===== src/rtl/pss_pkg.sv =====
package pss_pkg;

    typedef enum logic [2:0] {
        ST_OFF,
        ST_PWR_WAIT,
        ST_READY,
        ST_SLEEP_MIN,
        ST_SLEEP,
        ST_WAKE_WAIT
    } pss_state_t;

    // Round a delay in nanoseconds up to whole clock cycles, never below one.
    function automatic longint unsigned ns_to_cycles(longint unsigned hz,
                                                     longint unsigned ns);
        longint unsigned c;
        c = (ns * hz + 64'd999_999_999) / 64'd1_000_000_000;
        return (c == 64'd0) ? 64'd1 : c;
    endfunction

    function automatic longint unsigned max3(longint unsigned a,
                                             longint unsigned b,
                                             longint unsigned c);
        longint unsigned m;
        m = (a > b) ? a : b;
        return (m > c) ? m : c;
    endfunction

endpackage


===== src/rtl/pss_timer.sv =====
module pss_timer #(
    parameter int unsigned CNT_W = 16
) (
    input  logic             clk,
    input  logic             rst_n,
    input  logic             load,
    input  logic [CNT_W-1:0] load_val,
    output logic             done
);

    logic [CNT_W-1:0] cnt;

    always_ff @(posedge clk or negedge rst_n) begin
        if (!rst_n) begin
            cnt <= '0;
        end else if (load) begin
            cnt <= load_val;
        end else if (cnt != '0) begin
            cnt <= cnt - 1'b1;
        end
    end

    assign done = (cnt == '0);

endmodule


===== src/rtl/pss_wake_hold.sv =====
module pss_wake_hold (
    input  logic clk,
    input  logic rst_n,
    input  logic arm,
    input  logic wake_req,
    output logic pend
);

    always_ff @(posedge clk or negedge rst_n) begin
        if (!rst_n) begin
            pend <= 1'b0;
        end else if (!arm) begin
            pend <= 1'b0;
        end else if (wake_req) begin
            pend <= 1'b1;
        end
    end

endmodule


===== src/rtl/pwr_sleep_seq.sv =====
module pwr_sleep_seq #(
    parameter longint unsigned CLK_HZ       = 64'd50_000_000,
    parameter longint unsigned PWRUP_NS     = 64'd1_000_000,
    parameter longint unsigned SLEEP_MIN_NS = 64'd1_000,
    parameter longint unsigned WAKE_NS      = 64'd450_000
) (
    input  logic clk,
    input  logic rst_n,
    input  logic supply_good,
    input  logic mem_busy,
    input  logic sleep_req,
    input  logic wake_req,
    output logic access_ok,
    output logic sleep_n
);
    import pss_pkg::*;

    localparam longint unsigned PWR_CYC  = ns_to_cycles(CLK_HZ, PWRUP_NS);
    localparam longint unsigned ZZ_CYC   = ns_to_cycles(CLK_HZ, SLEEP_MIN_NS);
    localparam longint unsigned WAKE_CYC = ns_to_cycles(CLK_HZ, WAKE_NS);
    localparam longint unsigned MAX_CYC  = max3(PWR_CYC, ZZ_CYC, WAKE_CYC);
    localparam int unsigned     CNT_W    = $clog2(MAX_CYC + 64'd1);

    localparam logic [CNT_W-1:0] PWR_LD  = CNT_W'(PWR_CYC - 64'd1);
    localparam logic [CNT_W-1:0] ZZ_LD   = CNT_W'(ZZ_CYC - 64'd1);
    localparam logic [CNT_W-1:0] WAKE_LD = CNT_W'(WAKE_CYC - 64'd1);

    pss_state_t       state, nxt;
    logic             tmr_load;
    logic [CNT_W-1:0] tmr_val;
    logic             tmr_done;
    logic             wake_pend;

    pss_timer #(.CNT_W(CNT_W)) u_timer (
        .clk      (clk),
        .rst_n    (rst_n),
        .load     (tmr_load),
        .load_val (tmr_val),
        .done     (tmr_done)
    );

    pss_wake_hold u_wake_hold (
        .clk      (clk),
        .rst_n    (rst_n),
        .arm      (state == ST_SLEEP_MIN),
        .wake_req (wake_req),
        .pend     (wake_pend)
    );

    // State register
    always_ff @(posedge clk or negedge rst_n) begin
        if (!rst_n) begin
            state <= ST_OFF;
        end else begin
            state <= nxt;
        end
    end

    // Next state and timer loading
    always_comb begin
        nxt      = state;
        tmr_load = 1'b0;
        tmr_val  = '0;
        if (!supply_good) begin
            nxt = ST_OFF;
        end else begin
            unique case (state)
                ST_OFF: begin
                    nxt      = ST_PWR_WAIT;
                    tmr_load = 1'b1;
                    tmr_val  = PWR_LD;
                end
                ST_PWR_WAIT: begin
                    if (tmr_done) nxt = ST_READY;
                end
                ST_READY: begin
                    if (sleep_req && !mem_busy) begin
                        nxt      = ST_SLEEP_MIN;
                        tmr_load = 1'b1;
                        tmr_val  = ZZ_LD;
                    end
                end
                ST_SLEEP_MIN: begin
                    if (tmr_done) begin
                        if (wake_pend || wake_req) begin
                            nxt      = ST_WAKE_WAIT;
                            tmr_load = 1'b1;
                            tmr_val  = WAKE_LD;
                        end else begin
                            nxt = ST_SLEEP;
                        end
                    end
                end
                ST_SLEEP: begin
                    if (wake_req) begin
                        nxt      = ST_WAKE_WAIT;
                        tmr_load = 1'b1;
                        tmr_val  = WAKE_LD;
                    end
                end
                ST_WAKE_WAIT: begin
                    if (tmr_done) nxt = ST_READY;
                end
                default: nxt = ST_OFF;
            endcase
        end
    end

    // Outputs decoded from state
    always_comb begin
        access_ok = (state == ST_READY);
        sleep_n   = !((state == ST_SLEEP_MIN) || (state == ST_SLEEP));
    end

endmodule


===== config.mk =====
export PLATFORM = sky130hd
export DESIGN_NAME = pwr_sleep_seq
export DESIGN_NICKNAME = d
export VERILOG_FILES = /design/src/rtl/pss_pkg.sv /design/src/rtl/pss_timer.sv /design/src/rtl/pss_wake_hold.sv /design/src/rtl/pwr_sleep_seq.sv
export SDC_FILE = /design/constraint.sdc
export NUM_CORES = 1
export LEC_CHECK = 0
export ABC_CLOCK_PERIOD_IN_PS = 4100
export BUFFER_PORTS_ARGS = -buffer_cell sky130_fd_sc_hd__buf_4
export CORE_ASPECT_RATIO = 1.25
export CORE_MARGIN = 4
export CORE_UTILIZATION = 59
export CTS_CLUSTER_DIAMETER = 80
export DETAILED_ROUTE_END_ITERATION = 8
export GPL_TIMING_DRIVEN = 0
export PLACE_DENSITY = 0.78
export SETUP_SLACK_MARGIN = 0.3
export SYNTH_ARGS = -nofsm -noshare
export SYNTH_HDL_FRONTEND = slang
export SYNTH_HIERARCHICAL = 1
export SYNTH_SLANG_ARGS = --single-unit

===== constraint.sdc =====
create_clock -name clk -period 4.1 [get_ports clk]
set_clock_uncertainty 0.1 [all_clocks]
set_input_delay 0.41 -clock clk [delete_from_list [all_inputs] [get_ports clk]]
set_output_delay 0.41 -clock clk [all_outputs]
set_load 0.05 [all_outputs]

Word level (Yosys, flattened, before mapping)
Index checks and enable logic that the tools add are counted.
W data, S select, Z words.
{"block": "totals", "regBits": 20, "latch_bits": 0, "mem_bits_rw": 0, "romBits": 0, "inputBits": 6, "wordCells": 48, "n_memories": 0}
{"block": "op_classes", "addsub": 1, "n_mul": 0, "n_div": 0, "magnitude_cmp": 0, "n_eq_ne": 10, "shift": 0, "mux": 23, "n_bitwise": 0, "reduce_logical": 11}
{"operator": "$pmux W16 S4", "count": 1}
{"operator": "$mux W16", "count": 3}
{"operator": "$mux W15", "count": 3}
{"operator": "$logic_not A16 Y1", "count": 1}
{"operator": "$reduce_bool A16 Y1", "count": 1}
{"operator": "$sub A16 B1 Y16 const B", "count": 1}
{"operator": "$mux W3", "count": 5}
{"operator": "$pmux W3 S5", "count": 1}
{"operator": "$mux W1", "count": 8}
{"operator": "$eq A3 B2 Y1 const B", "count": 2}
{"operator": "$eq A3 B3 Y1 const B", "count": 2}
{"operator": "$mux W6", "count": 1}
{"operator": "$ne A3 B2 Y1 const B", "count": 2}
{"operator": "$ne A3 B3 Y1 const B", "count": 2}
{"operator": "$pmux W1 S4", "count": 1}
{"operator": "$reduce_and A4 Y1", "count": 1}
{"operator": "$eq A3 B1 Y1 const B", "count": 1}
{"operator": "$logic_not A3 Y1", "count": 1}
{"operator": "$logic_not A1 Y1", "count": 2}
{"operator": "$logic_or A1 B1 Y1", "count": 2}
{"operator": "$ne A2 B2 Y1 const B", "count": 1}
{"operator": "$reduce_bool A2 Y1", "count": 1}
{"operator": "$reduce_or A2 Y1", "count": 1}
{"operator": "$logic_and A1 B1 Y1", "count": 1}

Logic depth before layout (Yosys ltp)
{"block": "logic_depth", "word_depth": 6, "mapped_depth": 13, "mapped_depth_nobuf": 11}

Hierarchy
The synthesis kept the hierarchy.
{"module": "pss_timer", "instances": 1, "cells_each": 104, "area_each_um2": 1006.0}
{"module": "pwr_sleep_seq", "instances": 1, "cells_each": 38, "area_each_um2": 259.0}
{"module": "pss_wake_hold", "instances": 1, "cells_each": 2, "area_each_um2": 32.5}

Worst setup path after synthesis
Ideal clock, no wire load.
{"block": "synth_timing", "path_type": "register -> register", "startpoint": "register u_timer.cnt[0]", "endpoint": "register u_timer.cnt[6]", "setup_ps": 142, "t_arrival_ps": 2742, "required_ps": 3858, "setup_slack_ps": 1116, "path_stages_with_launch": 13, "path_buffers": 2, "path_cell_list": "dfrtp_1 > inv_1 > ha_1 > nor3b_4 > nand3_2 > nor2_1 > nand4b_1 > o32ai_1 > o2111ai_1 > nand3_1 > clkbuf_1 > clkbuf_1 > o221ai_1"}
{"block": "synth_via", "elab_chain_cells": 5, "word_cells_on_any_way": 12}
{"item": "start: declaration", "line_no": "pss_timer.sv:11", "source": "logic [CNT_W-1:0] cnt;"}
{"item": "start signal: assignment", "line_no": "pss_timer.sv:17", "source": "cnt <= load_val;"}
{"item": "start signal: assignment", "line_no": "pss_timer.sv:19", "source": "cnt <= cnt - 1'b1;"}
{"item": "$logic_not A16 Y1 (*)", "line_no": "pss_timer.sv:23", "source": "assign done = (cnt == '0);"}
{"item": "named net tmr_done", "line_no": "pwr_sleep_seq.sv:31", "source": "logic tmr_done;"}
{"item": "$mux W1 (*)", "line_no": "pwr_sleep_seq.sv:84", "source": "if (tmr_done) begin"}
{"item": "$pmux W1 S4 (*)", "line_no": "pwr_sleep_seq.sv:67", "source": "unique case (state)"}
{"item": "$mux W1 (*)", "line_no": "pwr_sleep_seq.sv:64", "source": "if (!supply_good) begin"}
{"item": "named net tmr_load", "line_no": "pwr_sleep_seq.sv:29", "source": "logic tmr_load;"}
{"item": "$mux W16 / $reduce_bool A2 Y1 (equally long branches)"}
Mark *: on every way through the listed nets, which the timed path passes. The rest lies on a longest branch. The select of a mux whose other input is x is not followed.
A chain may end at the register's enable or synchronous reset.

Worst setup path after layout
{"block": "layout_timing", "startpoint": "register u_timer.cnt[0]", "endpoint": "register u_timer.cnt[4]"}
Same word-level chain as after synthesis.

==> run_results.csv <==
group,metric,value,unit
run_status,status,"finished, final reports clean",
yosys,post_synth_fa_ha_maj_area_fraction,0.00964,
die,start_util,0.640,
sta,setup_violations,0,
cts,cts_buffers,3,
cts,clock_latency,310,ps
die,die_x,49.9,µm
die,placementRows,18,
final_layout,multi_input_area,744,µm²
setup_path,crit_family,"simple AND/OR/NAND/NOR gates",
global_route,grt_remaining_overflow,0,
sta,worst_pin_slew,764,ps
yosys,synthXorXnorAreaFrac,0.0540,
sta,setup_tns,0,ps
setup_path,crit_chain,"inv_1 > ha_1 > nor3b_4 > nand3_2 > nor2_1 > nand4b_1 > o32ai_1 > o2111ai_1 > nand3_1 > clkbuf_2 > clkbuf_2 > nand2_1 > o21ai_0",
power,ir_drop,384,µV
placed_design,preCtsSetupSlack,342,ps
run,maxCapViolations,0,
yosys,ys_async_sr_fraction,1.00,
placed_design,dpl-instance-area,1380,µm²
sta,finalCritPeriodShare,0.850,
final_layout,nets,168,
final_layout,drive_above_1_share,0.169,
setup_path,crit_top_cell,"clkbuf_2",
sta,worst_slack,615,ps
yosys,ys_seq_elements,20,
setup_path,r2r_slack,610,ps
cts,tritoncts,"built",
yosys,yosys_most_used_dff,"dfrtp_1",
yosys,synth_top_family_by_area,"simple AND/OR/NAND/NOR gates",
worst_hold_path,hold_class,"in2reg",
drt,ant_nets,0,
yosys,avgSynthCellArea,9.01,µm²
final_layout,final_area,1470,µm²
sta,drv_slew,0,
yosys,yosys.area_share.simple,0.328,
setup_path,crit_type,"reg2reg",
final_layout,n_fill_cell,159,
sta,fmax,0.287,GHz
placed_design,dp_hpwl,2090,µm
setup_path,critPathMaxStageDelay,460,ps
setup_path,start_kind,"flop",
global_route,grt_pass1_wl,4970,µm
die,die-area,3020,µm²
yosys,yosysSeqAreaShare,0.386,
final_layout,n_antenna_cell,0,
placed_design,numPortBuffers,7,
drt,wl,2990,µm
cts,cts.sinks,20,
yosys,ys_types,43,
power,power-per-cell-area,466,nW/µm²
setup_path,worstPathArrival,3610,ps
die,ios,8,
global_route,grt.total_usage,0.219,
yosys,synth_compound_area_frac,0.169,
setup_path,cp-end-kind,"flop",
final_layout,instances_no_fill,180,
sta,fin_crit,3490,ps
drt,drcViolationCount,0,
final_layout,ff_latch_area,500,µm²
sta,rsz0062_at_grt,"false",
global_route,grt_pass1_vias,1157,
sta,relSlewSlack,0.486,
setup_path,crit_slowest_cell,"dfrtp_1",
drt,wire_per_inst,16.6,µm
yosys,yosysWarnings,6,
yosys,synthesis.area,1300,µm²
setup_path,crit_buf_inv,3,
drt,drt-vias-per-instance,6.33,
final_layout,area_delta_synth_final,13.0,%
sta,hold_viol,0,
cts,cts_buffer_depth,2,
cts,path_clk_slew,130,ps
global_route,antenna_found_initial,0,
global_route,grt_max_degree,21,
placed_design,gp_congestion,0.926,
drt,vias,1139,
yosys,muxShareOfSynthArea,0.00771,
yosys,syn_inst,144,
cts,h-tree-depth,1,
drt,drt_iter0_markers,42,
sta,holdWs,222,ps
die,die_h,60.4,µm
yosys,synth-edff-count,0,
power,total_leakage_power,0.665,nW
drt,first_pass_iters,4,
die,core,2030,µm²
setup_path,critPathMaxFanout,10,
setup_path,crit_required,4220,ps
cts,cts_root_buffer,"clkbuf_4",
placed_design,dp.cells,172,
-- cell usage after synthesis, types with 2 or more instances --
master     n  area share
o21ai_0    6       0.023
clkbuf_1   3      0.0087
nand2_1   16       0.046
o31a_1     2       0.014
dfrtp_1   20        0.39
nor3_1     5       0.019
a221o_1    2       0.015
a21oi_1    4       0.015
nand3_1    4       0.015
nand4_1    2      0.0096
xnor2_1    8       0.054
o211a_1    6       0.046
nand4b_1   3       0.020
nor2b_1    3       0.014
nor4_2     2       0.019
o21a_1     2       0.012
buf_2      3       0.012
inv_1      8       0.023
nor2_1    10       0.029
nand2b_1  12       0.058
-- layout make-up --
type / instances / share of cell area
Clock buffer: 3 / 0.0154
Tap cell: 20 / 0.0171
Multi-Input combinational cell: 111 / 0.508
Timing Repair Buffer: 11 / 0.0580
Sequential cell: 20 / 0.341
Buffer: 6 / 0.0196
Clock inverter: 1 / 0.0205
Inverter: 8 / 0.0205
-- layer usage --
| metal | global-route usage | up-vias | share of wire |
|---|---|---|---|
| met3 | 0.0246 | 2 | 0.039 |
| met1 | 0.248 | 564 | 0.44 |
| met2 | 0.408 | 29 | 0.52 |
| met5 | 0 | - | 0 |
| li1 | - | 544 | - |
| met4 | 0.115 | 0 | 0.0054 |
-- final timing paths --
kind / start / to / cells after the start
worst max-delay path: u_timer/cnt[0] / u_timer/cnt[4] / 13
min in group asynchronous: rst_n / u_timer/cnt[10] / 2
worst max register to register: u_timer/cnt[0] / u_timer/cnt[4] / 13
worst min-delay path: wake_req / u_wake_hold/pend / 2
worst min register to register: u_wake_hold/pend / u_wake_hold/pend / 1
max in group asynchronous: rst_n / u_timer/cnt[5] / 2
-- power breakdown --
part           total, mW  switching, mW  internal [mW]  leakage (nW)
Sequential         0.297         0.0575          0.239         0.251
Clock              0.166         0.0671         0.0988        0.0279
Combinational      0.221          0.114          0.107         0.385
Total              0.684          0.239          0.445         0.665
-- cells by family after synthesis --
group	count (synthesis)
AND/OR/NAND/NOR	70
flip-flops	20
XOR/XNOR	8
buffers and inverters	14
multiplexers	1
AO/OA/AOI/OAI	29
adder cells (fa/ha/maj)	1
other	1
-- metrics by stage --
step,power [mW],util
after detailed placement,0.502,0.680
final,0.684,0.723
after global routing,0.725,0.723
after global placement,0.491,0.680
after floorplan,0.448,-
after CTS,0.667,0.712
-- cell usage in the layout (no fill, tap or decap), types with 3 or more instances in the layout --
master / count
o21ai_0: 6
o211a_1: 6
inv_1: 8
buf_2: 3
dfrtp_1: 20
nand4b_1: 3
nor3_1: 5
nor2_1: 10
a21oi_1: 4
clkbuf_4: 3
buf_4: 10
nand2_1: 16
nand3_1: 4
nor2b_1: 3
nand2b_1: 12
xnor2_1: 8
-- registers in the layout (all words and copies together), names as in the netlist --
name / cells
u_timer/cnt: 16
state: 3
u_wake_hold/pend: 1
-- repair_timing --
action,in CTS,in global routing
endpoints found under the hold margin,20,0
endpoints found under the setup margin,1,7
gates cloned,0,0
buffers inserted,0,3
hold buffers,1,0
resized for setup,1,2
Note: power is estimated with default switching activity, not from simulation.
